$ cat config.mk
export PLATFORM = sky130hd
export DESIGN_NAME = nand_colread_seq
export DESIGN_NICKNAME = d
export VERILOG_FILES = /design/src/rtl/nand_colread_pkg.sv /design/src/rtl/nand_phase_timer.sv /design/src/rtl/nand_step_decode.sv /design/src/rtl/nand_byte_capture.sv /design/src/rtl/nand_colread_seq.sv
export SDC_FILE = /design/constraint.sdc
export NUM_CORES = 1
export LEC_CHECK = 0
export BUFFER_PORTS_ARGS = -buffer_cell sky130_fd_sc_hd__buf_2
export CAP_MARGIN = 10
export CORE_MARGIN = 2
export CORE_UTILIZATION = 48
export CTS_CLUSTER_SIZE = 10
export DETAILED_ROUTE_END_ITERATION = 8
export GPL_ROUTABILITY_DRIVEN = 0
export GPL_TIMING_DRIVEN = 0
export PLACE_DENSITY = 0.69
export SLEW_MARGIN = 20
export SYNTH_ARGS = -nofsm -noshare
export SYNTH_HDL_FRONTEND = slang
export SYNTH_SLANG_ARGS = --single-unit
$ cat constraint.sdc
create_clock -name clk -period 2.4 [get_ports clk]
set_input_delay 0 -clock clk [delete_from_list [all_inputs] [get_ports clk]]
set_output_delay 0 -clock clk [all_outputs]
set_load 0.01 [all_outputs]
$ cat src/rtl/nand_colread_pkg.sv
package nand_colread_pkg;

    typedef enum logic [2:0] {
        S_IDLE,
        S_CHK,
        S_WR,
        S_WHR,
        S_RD,
        S_DONE
    } seq_state_e;

    typedef enum logic {
        PH_SEL,
        PH_COL
    } seq_phase_e;

    typedef struct packed {
        logic       is_cmd;
        logic [7:0] val;
    } bus_word_t;

    localparam logic [7:0] OP_SEL_STATUS  = 8'h78;
    localparam logic [7:0] OP_COL_CHANGE  = 8'h05;
    localparam logic [7:0] OP_COL_CONFIRM = 8'hE0;

    function automatic int max_of(input int a, input int b);
        return (a > b) ? a : b;
    endfunction

endpackage

$ cat src/rtl/nand_phase_timer.sv
module nand_phase_timer #(
    parameter int W = 4
) (
    input  logic         clk,
    input  logic         rst,
    input  logic         load,
    input  logic [W-1:0] load_val,
    output logic         zero
);
    logic [W-1:0] cnt;

    always_ff @(posedge clk) begin
        if (rst)
            cnt <= '0;
        else if (load)
            cnt <= load_val;
        else if (cnt != '0)
            cnt <= cnt - W'(1);
    end

    assign zero = (cnt == '0);
endmodule

$ cat src/rtl/nand_step_decode.sv
module nand_step_decode
    import nand_colread_pkg::*;
#(
    parameter int ROW_BYTES = 3,
    parameter int IDX_W     = 2
) (
    input  seq_phase_e               phase,
    input  logic [IDX_W-1:0]         idx,
    input  logic [15:0]              col,
    input  logic [ROW_BYTES*8-1:0]   row,
    output bus_word_t                word,
    output logic                     last
);
    always_comb begin
        word = '0;
        last = 1'b0;
        if (phase == PH_SEL) begin
            // select command, then row bytes low first
            if (idx == '0) begin
                word.is_cmd = 1'b1;
                word.val    = OP_SEL_STATUS;
            end
            for (int b = 0; b < ROW_BYTES; b++) begin
                if (idx == IDX_W'(b + 1))
                    word.val = row[8*b +: 8];
            end
            last = (idx == IDX_W'(ROW_BYTES));
        end else begin
            // change opcode, column low, column high, confirm
            case (idx)
                IDX_W'(0): begin word.is_cmd = 1'b1; word.val = OP_COL_CHANGE; end
                IDX_W'(1): word.val = col[7:0];
                IDX_W'(2): word.val = col[15:8];
                default:   begin word.is_cmd = 1'b1; word.val = OP_COL_CONFIRM; end
            endcase
            last = (idx == IDX_W'(3));
        end
    end
endmodule

$ cat src/rtl/nand_byte_capture.sv
module nand_byte_capture (
    input  logic       clk,
    input  logic       rst,
    input  logic       take,
    input  logic       take_data,
    input  logic [7:0] din,
    output logic [7:0] rd_data,
    output logic       rd_valid
);
    // sample on the edge closing the strobe low phase
    always_ff @(posedge clk) begin
        if (rst) begin
            rd_data  <= '0;
            rd_valid <= 1'b0;
        end else begin
            rd_valid <= take && take_data;
            if (take && take_data)
                rd_data <= din;
        end
    end
endmodule

$ cat src/rtl/nand_colread_seq.sv
module nand_colread_seq
    import nand_colread_pkg::*;
#(
    parameter int LEN_W     = 12,
    parameter int ROW_BYTES = 3,
    parameter int WE_LO     = 2,
    parameter int WE_HI     = 2,
    parameter int RE_LO     = 2,
    parameter int RE_HI     = 1,
    parameter int TWHR      = 6
) (
    input  logic                   clk,
    input  logic                   rst,
    input  logic                   req_valid,
    input  logic [15:0]            req_col,
    input  logic [LEN_W-1:0]       req_len,
    input  logic                   req_multi,
    input  logic [ROW_BYTES*8-1:0] req_row,
    input  logic                   bus_ready,
    output logic                   chip_sel_n,
    output logic                   cmd_latch,
    output logic                   addr_latch,
    output logic                   wr_strobe_n,
    output logic                   rd_strobe_n,
    output logic [7:0]             bus_dout,
    output logic                   bus_oe,
    input  logic [7:0]             bus_din,
    output logic                   busy,
    output logic                   done,
    output logic [7:0]             rd_data,
    output logic                   rd_valid
);
    localparam int TMAX  = max_of(max_of(max_of(WE_LO, WE_HI), max_of(RE_LO, RE_HI)), TWHR);
    localparam int TW    = $clog2(TMAX + 1);
    localparam int IDX_W = $clog2(max_of(ROW_BYTES, 3) + 1);

    seq_state_e             st, st_n;
    seq_phase_e             ph, ph_n;
    logic [IDX_W-1:0]       idx, idx_n;
    logic                   hi_q, hi_n;
    logic                   stat_q, stat_n;
    logic [LEN_W-1:0]       remain, rem_n;
    logic [15:0]            col_q, col_n;
    logic [ROW_BYTES*8-1:0] row_q, row_n;

    logic                   t_load, t_zero;
    logic [TW-1:0]          t_val;
    logic                   take;
    bus_word_t              word;
    logic                   step_last;

    nand_phase_timer #(.W(TW)) u_timer (
        .clk      (clk),
        .rst      (rst),
        .load     (t_load),
        .load_val (t_val),
        .zero     (t_zero)
    );

    nand_step_decode #(.ROW_BYTES(ROW_BYTES), .IDX_W(IDX_W)) u_decode (
        .phase (ph),
        .idx   (idx),
        .col   (col_q),
        .row   (row_q),
        .word  (word),
        .last  (step_last)
    );

    nand_byte_capture u_capture (
        .clk       (clk),
        .rst       (rst),
        .take      (take),
        .take_data (!stat_q),
        .din       (bus_din),
        .rd_data   (rd_data),
        .rd_valid  (rd_valid)
    );

    always_comb begin
        st_n   = st;
        ph_n   = ph;
        idx_n  = idx;
        hi_n   = hi_q;
        stat_n = stat_q;
        rem_n  = remain;
        col_n  = col_q;
        row_n  = row_q;
        t_load = 1'b0;
        t_val  = '0;
        take   = 1'b0;
        case (st)
            S_IDLE: begin
                // zero-length requests are dropped
                if (req_valid && req_len != '0) begin
                    st_n  = S_CHK;
                    col_n = req_col;
                    row_n = req_row;
                    rem_n = req_len;
                    ph_n  = req_multi ? PH_SEL : PH_COL;
                end
            end
            S_CHK: begin
                // hold off until the die reports ready
                if (bus_ready) begin
                    st_n   = S_WR;
                    idx_n  = '0;
                    hi_n   = 1'b0;
                    t_load = 1'b1;
                    t_val  = TW'(WE_LO - 1);
                end
            end
            S_WR: begin
                if (t_zero) begin
                    if (!hi_q) begin
                        hi_n   = 1'b1;
                        t_load = 1'b1;
                        t_val  = TW'(WE_HI - 1);
                    end else if (!step_last) begin
                        idx_n  = idx + IDX_W'(1);
                        hi_n   = 1'b0;
                        t_load = 1'b1;
                        t_val  = TW'(WE_LO - 1);
                    end else begin
                        st_n   = S_WHR;
                        stat_n = (ph == PH_SEL);
                        t_load = 1'b1;
                        t_val  = TW'(TWHR - 1);
                    end
                end
            end
            S_WHR: begin
                // fixed wait before the first read strobe
                if (t_zero) begin
                    st_n   = S_RD;
                    hi_n   = 1'b0;
                    t_load = 1'b1;
                    t_val  = TW'(RE_LO - 1);
                end
            end
            S_RD: begin
                if (t_zero) begin
                    if (!hi_q) begin
                        take   = 1'b1;
                        hi_n   = 1'b1;
                        t_load = 1'b1;
                        t_val  = TW'(RE_HI - 1);
                    end else if (stat_q) begin
                        stat_n = 1'b0;
                        ph_n   = PH_COL;
                        idx_n  = '0;
                        hi_n   = 1'b0;
                        st_n   = S_WR;
                        t_load = 1'b1;
                        t_val  = TW'(WE_LO - 1);
                    end else if (remain > LEN_W'(1)) begin
                        // back-to-back data reads
                        rem_n  = remain - LEN_W'(1);
                        hi_n   = 1'b0;
                        t_load = 1'b1;
                        t_val  = TW'(RE_LO - 1);
                    end else begin
                        st_n = S_DONE;
                    end
                end
            end
            S_DONE:  st_n = S_IDLE;
            default: st_n = S_IDLE;
        endcase
    end

    always_ff @(posedge clk) begin
        if (rst) begin
            st     <= S_IDLE;
            ph     <= PH_COL;
            idx    <= '0;
            hi_q   <= 1'b0;
            stat_q <= 1'b0;
            remain <= '0;
            col_q  <= '0;
            row_q  <= '0;
        end else begin
            st     <= st_n;
            ph     <= ph_n;
            idx    <= idx_n;
            hi_q   <= hi_n;
            stat_q <= stat_n;
            remain <= rem_n;
            col_q  <= col_n;
            row_q  <= row_n;
        end
    end

    // pins decode registered state only
    always_comb begin
        busy        = (st != S_IDLE);
        done        = (st == S_DONE);
        chip_sel_n  = !(st == S_WR || st == S_WHR || st == S_RD);
        cmd_latch   = (st == S_WR) && word.is_cmd;
        addr_latch  = (st == S_WR) && !word.is_cmd;
        wr_strobe_n = !((st == S_WR) && !hi_q);
        rd_strobe_n = !((st == S_RD) && !hi_q);
        bus_oe      = (st == S_WR);
        bus_dout    = (st == S_WR) ? word.val : 8'h00;
    end
endmodule

======== After elaboration in Yosys (flattened, before gate mapping) ========
Cells that the tools add are included.
word-level totals
  register bits after elaboration ......... 72
  bits of input ports ..................... 65
cells by class
  $add $sub $neg .......................... 3
  $lt $le $gt $ge ......................... 1
  equality and inequality tests ........... 21
  mux-type cells .......................... 77
  bitwise logic cells ..................... 1
  reductions and logical operators ........ 34
operators with widths
  kind                                                            number
  two-way mux 12 bit                                              5
  two-way mux 3 bit                                               15
  two-way mux 1 bit                                               35
  two-way mux 8 bit                                               4
  one-hot mux 12 bit (2 select lines)                             1
  one-hot mux 8 bit (3 select lines)                              1
  two-way mux 9 bit                                               2
  inequality test 2 bit, second input constant                    9
  one-hot mux 3 bit (5 select lines)                              1
  two-way mux 2 bit                                               7
  greater-than comparator 12 x 1 -> 1 bit, second input constant  1
  one-hot mux 3 bit (4 select lines)                              1
  AND reduction 6 bit                                             2
  nonzero test 12 bit                                             1
  subtractor 12 x 1 -> 12 bit, second input constant              1
  AND reduction 5 bit                                             2
  AND reduction 9 bit                                             1
  nonzero test 3 bit                                              3
  AND reduction 8 bit                                             1
  == test 3 x 2 -> 1 bit, second input constant                   2
  == test 3 bit, second input constant                            2
  logical AND 1 bit                                               6
  logical NOT 1 bit                                               6
  logical NOT 3 bit                                               2
  18 further kinds                                                26

======== Logic depth before layout (Yosys ltp) ========
  word-level depth ........................ 8
  mapped depth ............................ 9
  depth with buffers taken out ............ 7

======== By module ========
From an unflattened synthesis, not the netlist that was laid out.
unflattened totals
  cells, all modules ...................... 516
  area, all modules ....................... 4,073.9 um2
by module, submodules not included
  module             instances  cells each  area an instance (um2)  seq. area each (um2)
  nand_colread_seq   1          391         2,949.1                 1,201.2
  nand_step_decode   1          63          521.8                   0.0
  nand_byte_capture  1          40          396.6                   180.2
  nand_phase_timer   1          22          206.4                   60.1

======== Least setup slack after synthesis ========
OpenSTA, ideal clock, no wires.
  kind .................................... register to register
  from .................................... register remain[0]
  to ...................................... register remain[10]
  data arrival time ....................... 1.768 ns
  data required time ...................... 2.284 ns
  slack ................................... 0.516 ns
  cell stages (with the launch flop) ...... 8
  path buffers ............................ 0
  cell sequence ........................... dfxtp_1 > inv_1 > ha_1 > or4b_1 > nor4_1 > xnor2_1 > a221oi_1 > a31o_2
on the way
  cells in the longest elaborated chain, start to end .. 6
ends and longest elaborated chain
  element                              RTL line                 RTL
  start, declared                      nand_colread_seq.sv:42   logic [LEN_W-1:0] remain, rem_n;
  start signal, assigned               nand_colread_seq.sv:187  remain <= rem_n;
  subtractor 12 x 1 -> 12 bit          nand_colread_seq.sv:157  rem_n = remain - LEN_W'(1);
  two-way mux 12 bit                   nand_colread_seq.sv:155  end else if (remain > LEN_W'(1)) begin
  two-way mux 12 bit                   nand_colread_seq.sv:147  end else if (stat_q) begin
  two-way mux 12 bit                   nand_colread_seq.sv:142  if (!hi_q) begin
  two-way mux 12 bit                   nand_colread_seq.sv:141  if (t_zero) begin
  one-hot mux 12 bit (2 select lines)  nand_colread_seq.sv:91   case (st)
Parallel ways exist; a longest one is shown, timed or not. The select of a mux whose other input is x is not followed.
A chain may end at the register's enable or synchronous reset.

======== Worst setup path after layout ========
  from .................................... register idx[0]
  to ...................................... output port bus_dout[2]
on the way
  cells in the longest elaborated chain, start to end .. 6
ends and longest elaborated chain
  element                         RTL line                                        RTL
  start, declared                 nand_colread_seq.sv:39                          logic [IDX_W-1:0] idx, idx_n;
  start signal, assigned          nand_colread_seq.sv:184                         idx <= idx_n;
  == test 2 x 1 -> 1 bit          nand_step_decode.sv:24, nand_step_decode.sv:30
  two-way mux 8 bit (3 in a row)  nand_step_decode.sv:24                          if (idx == IDX_W'(b + 1))
  two-way mux 9 bit *             nand_step_decode.sv:17                          if (phase == PH_SEL) begin
  two-way mux 8 bit *             nand_colread_seq.sv:203                         bus_dout = (st == S_WR) ? word.val : 8'h00;
  end, declared                   nand_colread_seq.sv:25                          output logic [7:0] bus_dout,
Mark *: on every way between the ends. The rest lies on a longest branch, timed or not.

==> metrics.md <==
| Metric | Value |
|---|---|
| Status | `completed` |
| Cell area after layout | `between 5000 and 6000 um^2` |
| Max Cap Viol | `0` |
| Max stage delay on crit path | `slightly below 400 ps` |
| Crit path max fanout | `10` |
| DRT iter0 DRCs | `around 360` |
| Num ports | `90` |
| CP bufs+invs | `3` |
| Std cell rows | `32` |
| Antenna violations before repair | `0` |
| DRT antenna net count | `0` |
| WL/cell | `roughly 16 um` |
| Crit start category | `flop` |
| Syn nets | `570` |
| Fin cells | `between 700 and 800` |
| Clock skew | `approximately 5.3 ps` |
| Post-Syn Instances | `about 500` |
| Comb pwr share | `0.382` |
| CP Cell Sequence | `inv_1 -> ha_1 -> clkbuf_1 -> nand2_1 -> a21oi_1 -> a21oi_1 -> o22a_1 -> nor2_1 -> buf_2` |
| CP Data Required Time | `2400 ps` |
| Tcrit/Tclk final | `0.940` |
| Final hold violations | `0` |
| Post-synthesis sequential element count | `72` |
| Leakage | `0.00211 uW` |
| Sequential power share | `0.405` |
| Chip height | `between 90 and 100 um` |
| Register area share after synthesis | `0.381` |
| Fmax achieved | `around 0.44 GHz` |
| Clock slew at reported path FFs | `~80 ps` |
| Largest net degree at the start of global routing | `13` |
| Mean Syn Cell Area | `7.62 um^2` |
| Grt total ovfl | `0` |
| Vias in the first global route | `roughly 4000` |
| Setup WS pre-CTS | `a little over 80 ps` |
| HP Class | `input pin to flop` |
| Family with the most delay on the worst path | `buffers and inverters` |
| Num CTS Buffers | `9` |
| Drt drc | `0` |
| # port buffers | `88` |
| Post-layout power | `a little under 4000 uW` |
| Vias per cell | `about 5.6` |
| Area grow syn2layout | `33.4%` |
| Cell taking the most area after synthesis | `dfxtp_1` |
| VDD IR-drop max | `442 uV` |
| Largest cells by area after synthesis | `dfxtp_1 (38%), nand2_1 (9.7%), a21oi_1 (9.3%), nor2_1 (3.7%), clkbuf_1 (3.3%)` |
| Synth unique cells | `59` |
| RSZ-0062 raised after global routing | `true` |
| Minimum clock period | `~2300 ps` |
| Root buf cell | `clkbuf_8` |
| P_int | `2350 uW` |
| Slew headroom | `0.609` |
| Wire length of the first global-routing pass | `roughly 19000 um` |
| Diodes inserted | `0` |
| Top cell type's share of synthesized area | `0.381` |
| PD cells | `a little under 800 nW/um^2` |
| CTS tree | `done` |
| Critical Path End Type | `output port` |
| Crit Path Class | `flop to output port` |
| Starting Density | `0.493` |
| DPL Wire Length | `around 7900 um` |
| Inst Count DP | `approximately 690` |
| GRT Util Overall | `0.273` |
| Slowest cell on crit path | `clkbuf_1` |
| Drt pass-1 iters | `5` |
| YS warnings | `0` |
| CP Data Arrival Time | `~2300 ps` |
| Final slew viol count | `0` |
| Dpl cell area | `roughly 4400 um^2` |
| Least-Margin Pin Slew | `a little under 600 ps` |
| Number of enable flip-flop cells after synthesis | `0` |
| Final #Nets | `roughly 700` |
| Num Clock Sinks | `around 70` |
| # setup viols final | `0` |
| Post-Route WL | `approximately 12000 um` |
| Switching pwr | `1550 uW` |
| Clk Latency, worst-skew pair | `350 ps` |
| CP dominant cell by count | `a21oi_1` |
| Total negative slack | `0 ps` |
| Synth Flop Type | `dfxtp_1` |
| Setup WS post-layout | `between 100 and 150 ps` |
| Die ar. | `about 8600 um^2` |
| Clock power frac | `0.213` |
| Die span in x | `between 90 and 100 um` |
| Mapped Area | `3790 um^2` |
| Layout cell share with drive strength beyond 1 | `0.195` |
| Vias | `between 4000 and 5000` |
| Max clock buf depth | `2` |
| Core Footprint | `about 7700 um^2` |
| Sw Ratio | `0.397` |
| Async SR Flop Fraction | `0` |
| Htree depth | `3` |
-- cells in the final DEF, fill, tap and decap left out, types with 4 or more instances in the layout --
cell / instances
nand2_1: 97
buf_2: 90
dfxtp_1: 72
a21oi_1: 70
dlygate4sd3_1: 51
nor2_1: 36
clkbuf_1: 29
nand3_1: 17
inv_1: 13
mux2i_1: 11
nor2b_1: 9
clkbuf_8: 9
nor3_1: 8
o21ai_0: 8
ha_1: 8
a211oi_1: 7
a221oi_1: 7
o32ai_1: 7
nand3b_1: 6
a31oi_1: 6
and2_1: 5
nor4_1: 5
clkinvlp_4: 4
nand2b_1: 4
a22oi_1: 4
or3_1: 4
and3_1: 4
-- area by class of cell --
type | count | area [um^2]
Fill cell | 695 | 2640
Inverter | 14 | 56.3
Multi-Input combinational cell | 375 | 2180
Clock inverter | 6 | 37.5
Tap cell | 102 | 128
Sequential cell | 72 | 1440
Timing Repair Buffer | 139 | 951
Clock buffer | 9 | 124
Buffer | 35 | 138
-- metal layers --
metal / track usage / vias to the layer above / wire length (um)
li1: - / 2063 / -
met1: 0.350 / 1953 / 5000
met2: 0.468 / 169 / 5690
met3: 0.0561 / 22 / 800
met4: 0.0735 / 0 / 175
met5: 0 / - / 0
-- state kept, by name, summed over array words and instances, names as in the netlist --
register and cells:
u_capture.rd_valid 1, u_capture.rd_data 8, st 3, idx 2, col_q 16, stat_q 1, u_timer.cnt 3, remain 12
row_q 24, hi_q 1, ph 1
-- worst paths after layout --
| path | start | endpoint | slack, ps | depth (start not counted) |
|---|---|---|---|---|
| worst max register to register | st[1]$_SDFFE_PP0P_ | col_q[3]$_SDFFE_PP0P_ | 200 | 6 |
| worst max-delay path | idx[0]$_SDFFE_PP0P_ | bus_dout[2] | 140 | 9 |
| worst min-delay path | req_len[11] | remain[11]$_SDFFE_PP0P_ | 20 | 3 |
| worst min register to register | col_q[4]$_SDFFE_PP0P_ | col_q[4]$_SDFFE_PP0P_ | 460 | 2 |
-- stage by stage --
stage	hold WS [ps]	utilization
4_1_cts	7.12	0.654
3_3_place_gp	229	0.567
3_5_place_dp	245	0.567
6_report	19.7	0.657
5_1_grt	33.3	0.657
2_1_floorplan	136	-
-- power groups by stage --
stage | clock network [uW] | registers [uW] | logic (uW)
2_1_floorplan | 0 | 1540 | 1010
3_3_place_gp | 0 | 1590 | 1350
3_5_place_dp | 0 | 1590 | 1380
4_1_cts | 856 | 1570 | 1440
5_1_grt | 911 | 1610 | 1660
6_report | 832 | 1580 | 1490
-- synthesized netlist by cell type (2+ instances only) --
master	count
a31oi_1	6
a211oi_1	8
buf_2	2
o41ai_1	2
nand3_1	17
and2_1	5
nor4_1	5
nand4_1	2
nand3b_1	6
a221o_1	2
a221oi_1	7
o21ai_1	2
a21oi_1	70
ha_1	8
nand2_1	98
a32oi_1	2
and3_1	4
a22oi_1	4
nor3_1	8
inv_1	13
or2_2	2
nor2_1	37
clkbuf_1	33
nand2b_1	4
o221ai_1	2
nor2b_1	10
o22a_1	3
or3_1	4
a211o_1	2
o21ai_0	8
o32ai_1	7
mux2i_1	11
nor3_2	2
dfxtp_1	72
mux2_2	3
o21a_1	3
-- worst min-delay path, delay by kind of cell --
family          cells  cell delay (ps)
compound gates      2              200
buf+inv             1              120
-- timing repair --
item | 4_1_cts | 5_1_grt
buffers inserted | 0 | 0
gates resized for setup | 0 | 12
hold endpoints to repair | 51 | 0
setup endpoints to repair | 0 | 58
hold buffers | 51 | 0
-- cell families after synthesis --
kind of cell	synth area share
AOI/OAI and AO/OA	0.231
buffers and inverters	0.0502
xor gates and xnor gates	0.00463
adders and majority gates	0.0264
DFF	0.381
and+or+nand+nor	0.269
muxes	0.0380
No activity file was read; power rests on OpenSTA's default activity.
